$ cat config.mk
export PLATFORM = sky130hd
export DESIGN_NAME = stereo_atten
export DESIGN_NICKNAME = d
export VERILOG_FILES = /design/src/rtl/atten_pkg.sv /design/src/rtl/atten_target_regs.sv /design/src/rtl/atten_ramp.sv /design/src/rtl/atten_scale.sv /design/src/rtl/stereo_atten.sv
export SDC_FILE = /design/constraint.sdc
export NUM_CORES = 1
export LEC_CHECK = 0
export BUFFER_PORTS_ARGS = -buffer_cell sky130_fd_sc_hd__buf_2
export CORE_MARGIN = 5
export CORE_UTILIZATION = 30
export DETAILED_ROUTE_END_ITERATION = 6
export GPL_ROUTABILITY_DRIVEN = 0
export SLEW_MARGIN = 20
export SYNTH_ARGS = -nofsm -noshare
export SYNTH_HDL_FRONTEND = slang
export SYNTH_HIERARCHICAL = 1
export SYNTH_SLANG_ARGS = --single-unit
export TNS_END_PERCENT = 20
$ cat constraint.sdc
create_clock -name clk -period 23.1 [get_ports clk]
set_clock_uncertainty 0.1 [all_clocks]
set_input_delay 1.155 -clock clk [delete_from_list [all_inputs] [get_ports clk]]
set_output_delay 1.155 -clock clk [all_outputs]
set_load 0.01 [all_outputs]
$ cat src/rtl/atten_pkg.sv
// Package: shared widths and channel indices for the stereo attenuator.
// Assumes two channels; widths may be changed consistently here.
package atten_pkg;
    localparam int SMP_W  = 16;           // sample width
    localparam int CNT_W  = 8;            // gain counter width
    localparam int NCH    = 2;            // number of channels
    localparam int CH_L   = 0;            // left channel index
    localparam int CH_R   = 1;            // right channel index

    typedef logic [CNT_W-1:0]        cnt_t;
    typedef logic signed [SMP_W-1:0] smp_t;
endpackage

$ cat src/rtl/atten_target_regs.sv
// Module: holds the per-channel target counts and applies control writes.
// Assumes cfg_wr is a one-cycle strobe; link=1 writes all channels,
// link=0 writes only the channel picked by sel. Reset target is full scale.
module atten_target_regs #(
    parameter int CNT_W = 8,
    parameter int NCH   = 2,
    localparam int SEL_W = (NCH > 1) ? $clog2(NCH) : 1
) (
    input  logic             clk,
    input  logic             rst_n,
    input  logic             wr,
    input  logic [CNT_W-1:0] target,
    input  logic [SEL_W-1:0] sel,
    input  logic             link,
    output logic [CNT_W-1:0] tgt [NCH]
);
    localparam logic [CNT_W-1:0] FULL = {CNT_W{1'b1}};

    for (genvar ch = 0; ch < NCH; ch++) begin : g_ch
        logic hit;
        // Decode whether this write addresses this channel.
        always_comb hit = wr && (link || (sel == SEL_W'(ch)));

        // Target register: reset to full scale, load on addressed write.
        always_ff @(posedge clk) begin
            if (!rst_n)   tgt[ch] <= FULL;
            else if (hit) tgt[ch] <= target;
        end

        // a write that does not address this channel leaves it alone.
        a_r2_untouched: assert property (@(posedge clk) disable iff (!rst_n)
            (wr && !link && sel != SEL_W'(ch)) |=> $stable(tgt[ch]));
        // a linked write always reaches this channel.
        a_r3_linked: assert property (@(posedge clk) disable iff (!rst_n)
            (wr && link) |=> (tgt[ch] == $past(target)));
    end
endmodule

$ cat src/rtl/atten_ramp.sv
// Module: one channel's gain counter, stepping one count per strobe
// toward its target and holding when equal. Assumes the target may change
// on any cycle; the counter is never reloaded, only stepped.
module atten_ramp #(
    parameter int CNT_W = 8
) (
    input  logic             clk,
    input  logic             rst_n,
    input  logic             step,
    input  logic [CNT_W-1:0] target,
    output logic [CNT_W-1:0] count
);
    localparam logic [CNT_W-1:0] FULL = {CNT_W{1'b1}};
    localparam logic [CNT_W-1:0] ONE  = CNT_W'(1);

    logic up, down;
    // Direction decode against the present target.
    always_comb begin
        up   = step && (count < target);
        down = step && (count > target);
    end

    // Counter: full scale on reset, one step per strobe otherwise.
    always_ff @(posedge clk) begin
        if (!rst_n)    count <= FULL;
        else if (up)   count <= count + ONE;
        else if (down) count <= count - ONE;
    end

    // no strobe, no movement.
    a_r4_hold_idle: assert property (@(posedge clk) disable iff (!rst_n)
        !step |=> $stable(count));
    // any movement is by at most one count.
    a_r4_unit_step: assert property (@(posedge clk) disable iff (!rst_n)
        step |=> (count == $past(count)) || (count == $past(count) + ONE)
                 || (count + ONE == $past(count)));
    // a counter at its target stays there.
    a_r4_no_overshoot: assert property (@(posedge clk) disable iff (!rst_n)
        (step && count == target) |=> $stable(count));
endmodule

$ cat src/rtl/atten_scale.sv
// Module: one channel's gain stage. On each strobe it registers
// sample * count / (2**CNT_W - 1), truncated toward zero. Assumes the
// count is unsigned, so the result magnitude never exceeds the input.
module atten_scale #(
    parameter int SMP_W = 16,
    parameter int CNT_W = 8
) (
    input  logic                    clk,
    input  logic                    rst_n,
    input  logic                    en,
    input  logic signed [SMP_W-1:0] sample,
    input  logic [CNT_W-1:0]        count,
    output logic signed [SMP_W-1:0] result
);
    localparam int PW = SMP_W + CNT_W + 1;
    localparam logic signed [PW-1:0] DIVISOR = PW'((1 << CNT_W) - 1);
    localparam logic [CNT_W-1:0]     FULL    = {CNT_W{1'b1}};

    logic signed [PW-1:0]    prod;
    logic signed [PW-1:0]    quot;
    logic signed [SMP_W-1:0] scaled;

    // Exact product and truncating divide by full scale.
    always_comb begin
        prod   = PW'(sample) * $signed({{(SMP_W){1'b0}}, count});
        quot   = prod / DIVISOR;
        scaled = SMP_W'(quot);
    end

    // Output register: cleared on reset, updated on each strobe.
    always_ff @(posedge clk) begin
        if (!rst_n)  result <= '0;
        else if (en) result <= scaled;
    end

    // full scale passes the sample through.
    a_r6_unity: assert property (@(posedge clk) disable iff (!rst_n)
        (en && count == FULL) |=> (result == $past(sample)));
    // zero count gives silence.
    a_r6_silent: assert property (@(posedge clk) disable iff (!rst_n)
        (en && count == '0) |=> (result == '0));
    // output holds between strobes.
    a_r5_hold: assert property (@(posedge clk) disable iff (!rst_n)
        !en |=> $stable(result));
endmodule

$ cat src/rtl/stereo_atten.sv
// Module: top of the stepped stereo attenuator. Control writes set
// per-channel targets; each sample strobe scales both samples by the
// present counts and steps the counts toward their targets.
// Assumes smp_valid strobes are at least one cycle apart or continuous.
module stereo_atten
    import atten_pkg::*;
(
    input  logic             clk,
    input  logic             rst_n,
    input  logic             cfg_wr,
    input  logic [7:0]       cfg_target,
    input  logic             cfg_sel,
    input  logic             cfg_link,
    input  logic             smp_valid,
    input  logic [15:0]      smp_left,
    input  logic [15:0]      smp_right,
    output logic             out_valid,
    output logic [15:0]      out_left,
    output logic [15:0]      out_right,
    output logic [7:0]       gain_left,
    output logic [7:0]       gain_right
);
    cnt_t tgt   [NCH];
    cnt_t count [NCH];
    smp_t smp_in  [NCH];
    smp_t smp_out [NCH];

    // Gather per-channel inputs into arrays.
    always_comb begin
        smp_in[CH_L] = smp_t'(smp_left);
        smp_in[CH_R] = smp_t'(smp_right);
    end

    atten_target_regs #(.CNT_W(CNT_W), .NCH(NCH)) u_targets (
        .clk    (clk),
        .rst_n  (rst_n),
        .wr     (cfg_wr),
        .target (cfg_target),
        .sel    (cfg_sel),
        .link   (cfg_link),
        .tgt    (tgt)
    );

    for (genvar ch = 0; ch < NCH; ch++) begin : g_chan
        atten_ramp #(.CNT_W(CNT_W)) u_ramp (
            .clk    (clk),
            .rst_n  (rst_n),
            .step   (smp_valid),
            .target (tgt[ch]),
            .count  (count[ch])
        );
        atten_scale #(.SMP_W(SMP_W), .CNT_W(CNT_W)) u_scale (
            .clk    (clk),
            .rst_n  (rst_n),
            .en     (smp_valid),
            .sample (smp_in[ch]),
            .count  (count[ch]),
            .result (smp_out[ch])
        );
    end

    // Valid flag: follows the sample strobe by one cycle.
    always_ff @(posedge clk) begin
        if (!rst_n) out_valid <= 1'b0;
        else        out_valid <= smp_valid;
    end

    // Drive output ports from the channel arrays.
    always_comb begin
        out_left   = smp_out[CH_L];
        out_right  = smp_out[CH_R];
        gain_left  = count[CH_L];
        gain_right = count[CH_R];
    end

    // out_valid is a one-cycle echo of the strobe.
    a_r5_valid: assert property (@(posedge clk) disable iff (!rst_n)
        smp_valid |=> out_valid);
    a_r5_no_spurious: assert property (@(posedge clk) disable iff (!rst_n)
        !smp_valid |=> !out_valid);
    // at reset both gains read full scale.
    a_r1_reset_gain: assert property (@(posedge clk)
        !rst_n |=> (gain_left == 8'hFF && gain_right == 8'hFF && !out_valid));
endmodule

Word level (Yosys, flattened, before mapping)
Index checks and enable logic that the tools add are counted.
Storage, ports and cells
  flip-flop bits (word level): 65
  input port bits: 46
  output and inout port bits: 49
  logic and storage cells: 34
Operators by class
  $add $sub $neg: 4
  $mul: 2
  div/mod/pow operators: 2
  magnitude comparators: 4
  mux-type cells: 4
  bitwise logic cells: 1
  reductions and logical operators: 10
Operators with widths (number)
  $div A25 B9 Y25 const B: 2
  $mul A16 B9 Y25: 2
  $mux W8: 4
  $add A8 B1 Y8 const B: 2
  $gt A8 B8 Y1: 2
  $lt A8 B8 Y1: 2
  $sub A8 B1 Y8 const B: 2
  $logic_and A1 B1 Y1: 6
  $reduce_bool A2 Y1: 2
  $logic_or A1 B1 Y1: 2
  $not A1 Y1: 1

Depth between registers and ports, before layout
  depth in word-level cells: 4
  gate-level depth with buffers: 78
  depth with buffers taken out: 66

Hierarchy
Netlist, hierarchy kept.
Modules (own cells, without submodules)
  atten_scale at g_chan[1].u_scale: times used 1, cells each 1522, area each 11643.7 um^2, sequential area each 320.3 um^2
  atten_scale at g_chan[0].u_scale: times used 1, cells each 1433, area each 11020.6 um^2, sequential area each 320.3 um^2
  atten_ramp: times used 2, cells each 90, area each 773.2 um^2, sequential area each 160.2 um^2
  atten_target_regs: times used 1, cells each 71, area each 619.3 um^2, sequential area each 320.3 um^2
  stereo_atten: times used 1, cells each 2, area each 26.3 um^2, sequential area each 20.0 um^2

Least setup slack after synthesis
OpenSTA, ideal clock, no wires.
  path type: input to register
  start: input smp_right[15]
  end: register g_chan[1].u_scale.result[12]
  arrival: 17.233 ns
  path slack: 5.701 ns
  cell stages on the path: 66
  buffers on the path: 7
  path through: and2_1 -> fa_1 -> inv_1 -> fa_1 -> inv_1 -> fa_1 -> inv_1 -> fa_1 -> inv_1 -> ha_1 -> a21oi_1 -> o21ai_0 -> or3_1 -> buf_2 -> nand2_1 -> buf_4 -> mux2_2 -> and3_1 -> (+30 left out) -> nand4b_4 -> and2_1 -> buf_2 -> nand2_1 -> o21ai_0 -> ha_1 -> nand3b_1 -> nor2_1 -> mux2_2 -> o311ai_2 -> o21ai_1 -> a21oi_1 -> ha_1 -> nand2_1 -> o41ai_1 -> xnor2_1 -> mux2i_1 -> nor2b_1
On the way
  cells in the longest elaborated chain, start to end: 2
Ends and longest elaborated chain
  start: declaration: line stereo_atten.sv:16  | input logic [15:0] smp_right,
  $mul A16 B9 Y25: line atten_scale.sv:25  | prod = PW'(sample) * $signed({{(SMP_W){1'b0}}, count});
  $div A25 B9 Y25: line atten_scale.sv:26  | quot = prod / DIVISOR;
  end signal: assignment: line atten_scale.sv:33  | else if (en) result <= scaled;
  end: declaration: line atten_scale.sv:13  | output logic signed [SMP_W-1:0] result
No other way between the ends.
A chain may end at the register's enable or synchronous reset.

Worst setup path after layout
  start: input smp_right[15]
  end: register g_chan[1].u_scale.result[14]
The elaborated chain is that of the path after synthesis.

==> metrics <==
outcome completed; antenna violations before repair 13; WL per Instance 16.3 um; final hold vios 0; Mapped Nets 3594; gr ovfl total 0; Die Area 88700 sq um; RSZ-0062 raised after global routing false; clock period minus worst slack 20.17 ns; Post-synth EDFFs 0; core footprint 82100 sq um; Setup CP Type in -> reg; worst hold path class reg -> reg; vias per std cell 5.53; Setup TNS 0 ns; Critical Path RT 23.31 ns; total track usage 0.153; GRT busiest layer met2; CTS buffer count 9; first-pass GRT wire length 117000 um; Yosys reg bits 65; Seq/Total Area, Yosys 0.0524; Layout area overhead 7.15%; CTS tree built; Vias 23900; Starting Density 0.303; met1 Usage GRT 0.214; Synth Cell Area 24900 sq um; drt total wl 70200 um; port bufs 94; CTS Buffer Depth 2; crit start category input port; initial drt markers 1613; vias in the first global route 22900; fmax 49.6 MHz; FILL cells 8696; delay of the slowest cell on the worst path 0.84 ns; post-detailed-route count of antenna-violating nets 0; CP max-delay cell mux2i_1; die height 298 um; met3 Use GR 0.0155; CP Max Fanout 20; post-CTS setup buffers 0; grt met2 use 0.246; most used cell along the critical path nand2_1; Final Setup Violations 0; Row Count 105; asr flop ratio synth 0; Skew-Pair Late Insertion Delay 0.39 ns; Layout Nets 3618; MaxCap Viol Count 0; Clock transition at path regs 0.07 ns; Top FF cell, synth dfxtp_1; Final Max Slew Viols 0; TritonRoute pass-1 iters 6; CTS Hold Bufs 0; CTS H-Tree Depth 3; syn avg cell area 7.75 sq um; I/O pin total 95; PostCTS Resize Cnt 0; DIE WIDTH 298 um; Worst setup EP type register; Ys Warns 6; dpl hpwl 57100 um; number of remaining DRC errors 0; clock sinks 65; arrival time worst endpoint 20.38 ns; actual slew at the worst max-slew pin 0.999 ns; hold slack 0.344 ns; layout cell share with drive strength beyond 1 0.106; Tcrit/Tclk final 0.873; root buffer cell clkbuf_16; count of cell types in the netlist 150; relative slew slack 0.315; Gate Count Post-Synth 3208; largest net degree at the start of global routing 65
placed cells by master (no fill, tap or decap), types with 24 or more instances in the layout:
cell type / synthesis / final
nand2_1: 378 / 378
inv_1: 331 / 331
fa_1: 206 / 206
nor2_1: 189 / 188
and2_1: 173 / 173
a21oi_1: 165 / 165
ha_1: 134 / 134
xnor2_1: 108 / 108
o21ai_0: 98 / 98
buf_2: 31 / 94
nand3_1: 87 / 87
dfxtp_1: 65 / 65
nor3_1: 63 / 63
a21o_1: 54 / 54
mux2i_1: 51 / 51
xor2_1: 49 / 48
nand4_1: 43 / 43
o211ai_1: 42 / 42
o21ai_1: 41 / 41
and3_1: 41 / 41
a31oi_1: 40 / 40
o21a_1: 36 / 36
nor2b_1: 34 / 34
nor4_1: 34 / 34
a211oi_1: 28 / 28
or3_1: 24 / 24
path summary, 6_finish.rpt:
check,startpoint,endpoint,slack (ns),cells past startpoint
worst max-delay path,smp_right[15],g_chan[1].u_scale/result[14],2.93,61
worst min-delay path,g_chan[1].u_scale/result[15],g_chan[1].u_scale/result[15],0.34,2
worst max register to register,g_chan[1].u_ramp/count[3],g_chan[1].u_scale/result[14],3.07,61
worst min register to register,g_chan[1].u_scale/result[15],g_chan[1].u_scale/result[15],0.34,2
logic make-up after synthesis:
family                   share of synthesized area
AO/OA/AOI/OAI                                0.280
XOR/XNOR                                    0.0639
adder cells (fa/ha/maj)                      0.238
buffers and inverters                       0.0701
flip-flops                                  0.0524
multiplexers                                0.0318
AND/OR/NAND/NOR                              0.263
critical path: cells and delay by family:
| kind | cells | cell delay (ns) |
|---|---|---|
| AOI/OAI and AO/OA | 24 | 8.50 |
| and+or+nand+nor | 20 | 5.13 |
| adders and majority gates | 8 | 3.67 |
| muxes | 3 | 1.22 |
| buffers and inverters | 5 | 0.51 |
| xor gates and xnor gates | 1 | 0.17 |
stage by stage:
stage	worst slack, ns	area (sq um)	utilization	cells
2_1_floorplan	5.70	24900	-	3208
3_3_place_gp	3.10	26300	0.320	4291
3_5_place_dp	2.74	26300	0.320	4291
4_1_cts	3.11	26600	0.324	4307
5_1_grt	1.31	26600	0.324	4314
6_report	2.93	26600	0.324	4317
Yosys cell counts, types with 18 or more instances:
| cell | count | area share |
|---|---|---|
| nand2_1 | 378 | 0.057 |
| nor2_1 | 189 | 0.029 |
| and3_1 | 41 | 0.010 |
| inv_1 | 331 | 0.050 |
| dfxtp_1 | 65 | 0.052 |
| nand4_1 | 43 | 0.011 |
| xor2_1 | 49 | 0.017 |
| nor4_1 | 34 | 0.0086 |
| ha_1 | 134 | 0.067 |
| xnor2_1 | 108 | 0.038 |
| nand3_1 | 87 | 0.018 |
| o21ai_0 | 98 | 0.020 |
| a21oi_2 | 19 | 0.0067 |
| nor2b_1 | 34 | 0.0086 |
| o211ai_1 | 42 | 0.013 |
| clkbuf_1 | 38 | 0.0057 |
| a21oi_1 | 165 | 0.033 |
| o21a_1 | 36 | 0.011 |
| a41oi_1 | 23 | 0.0081 |
| o31ai_1 | 23 | 0.0069 |
| o21ai_1 | 41 | 0.0083 |
| nand2b_1 | 20 | 0.0050 |
| mux2i_1 | 51 | 0.021 |
| buf_2 | 31 | 0.0062 |
| a211oi_1 | 28 | 0.0085 |
| fa_1 | 206 | 0.17 |
| nor3_1 | 63 | 0.013 |
| and2_1 | 173 | 0.044 |
| a31oi_1 | 40 | 0.010 |
| or3_1 | 24 | 0.0060 |
| or2_1 | 19 | 0.0048 |
| o31a_1 | 18 | 0.0063 |
| a21o_1 | 54 | 0.016 |
metal layers:
metal | up-vias | part of all wire
met5 | - | 0.00056
met4 | 6 | 0.028
met3 | 105 | 0.042
met2 | 644 | 0.45
met1 | 11500 | 0.48
li1 | 11700 | -
registers in the layout, summed over array words and instances (netlist names):
signal,flops
u_targets/tgt,16
g_chan.u_scale/result,32
out_valid,1
g_chan.u_ramp/count,16
area by class of cell:
class                      instances  area (sq um)  area share
antenna                           10          25.0    0.000940
multi-input combinational       2717         21800       0.819
clock inverter                     7           103     0.00385
tap                             1070          1340      0.0503
clock buffer                       9           225     0.00846
inverter                         331          1240      0.0467
sequential                        65          1300      0.0489
timing repair buffer             108           576      0.0216
Power is not shown: default switching activity piles up to over one toggle a cycle in this logic, so the estimate is an artifact.
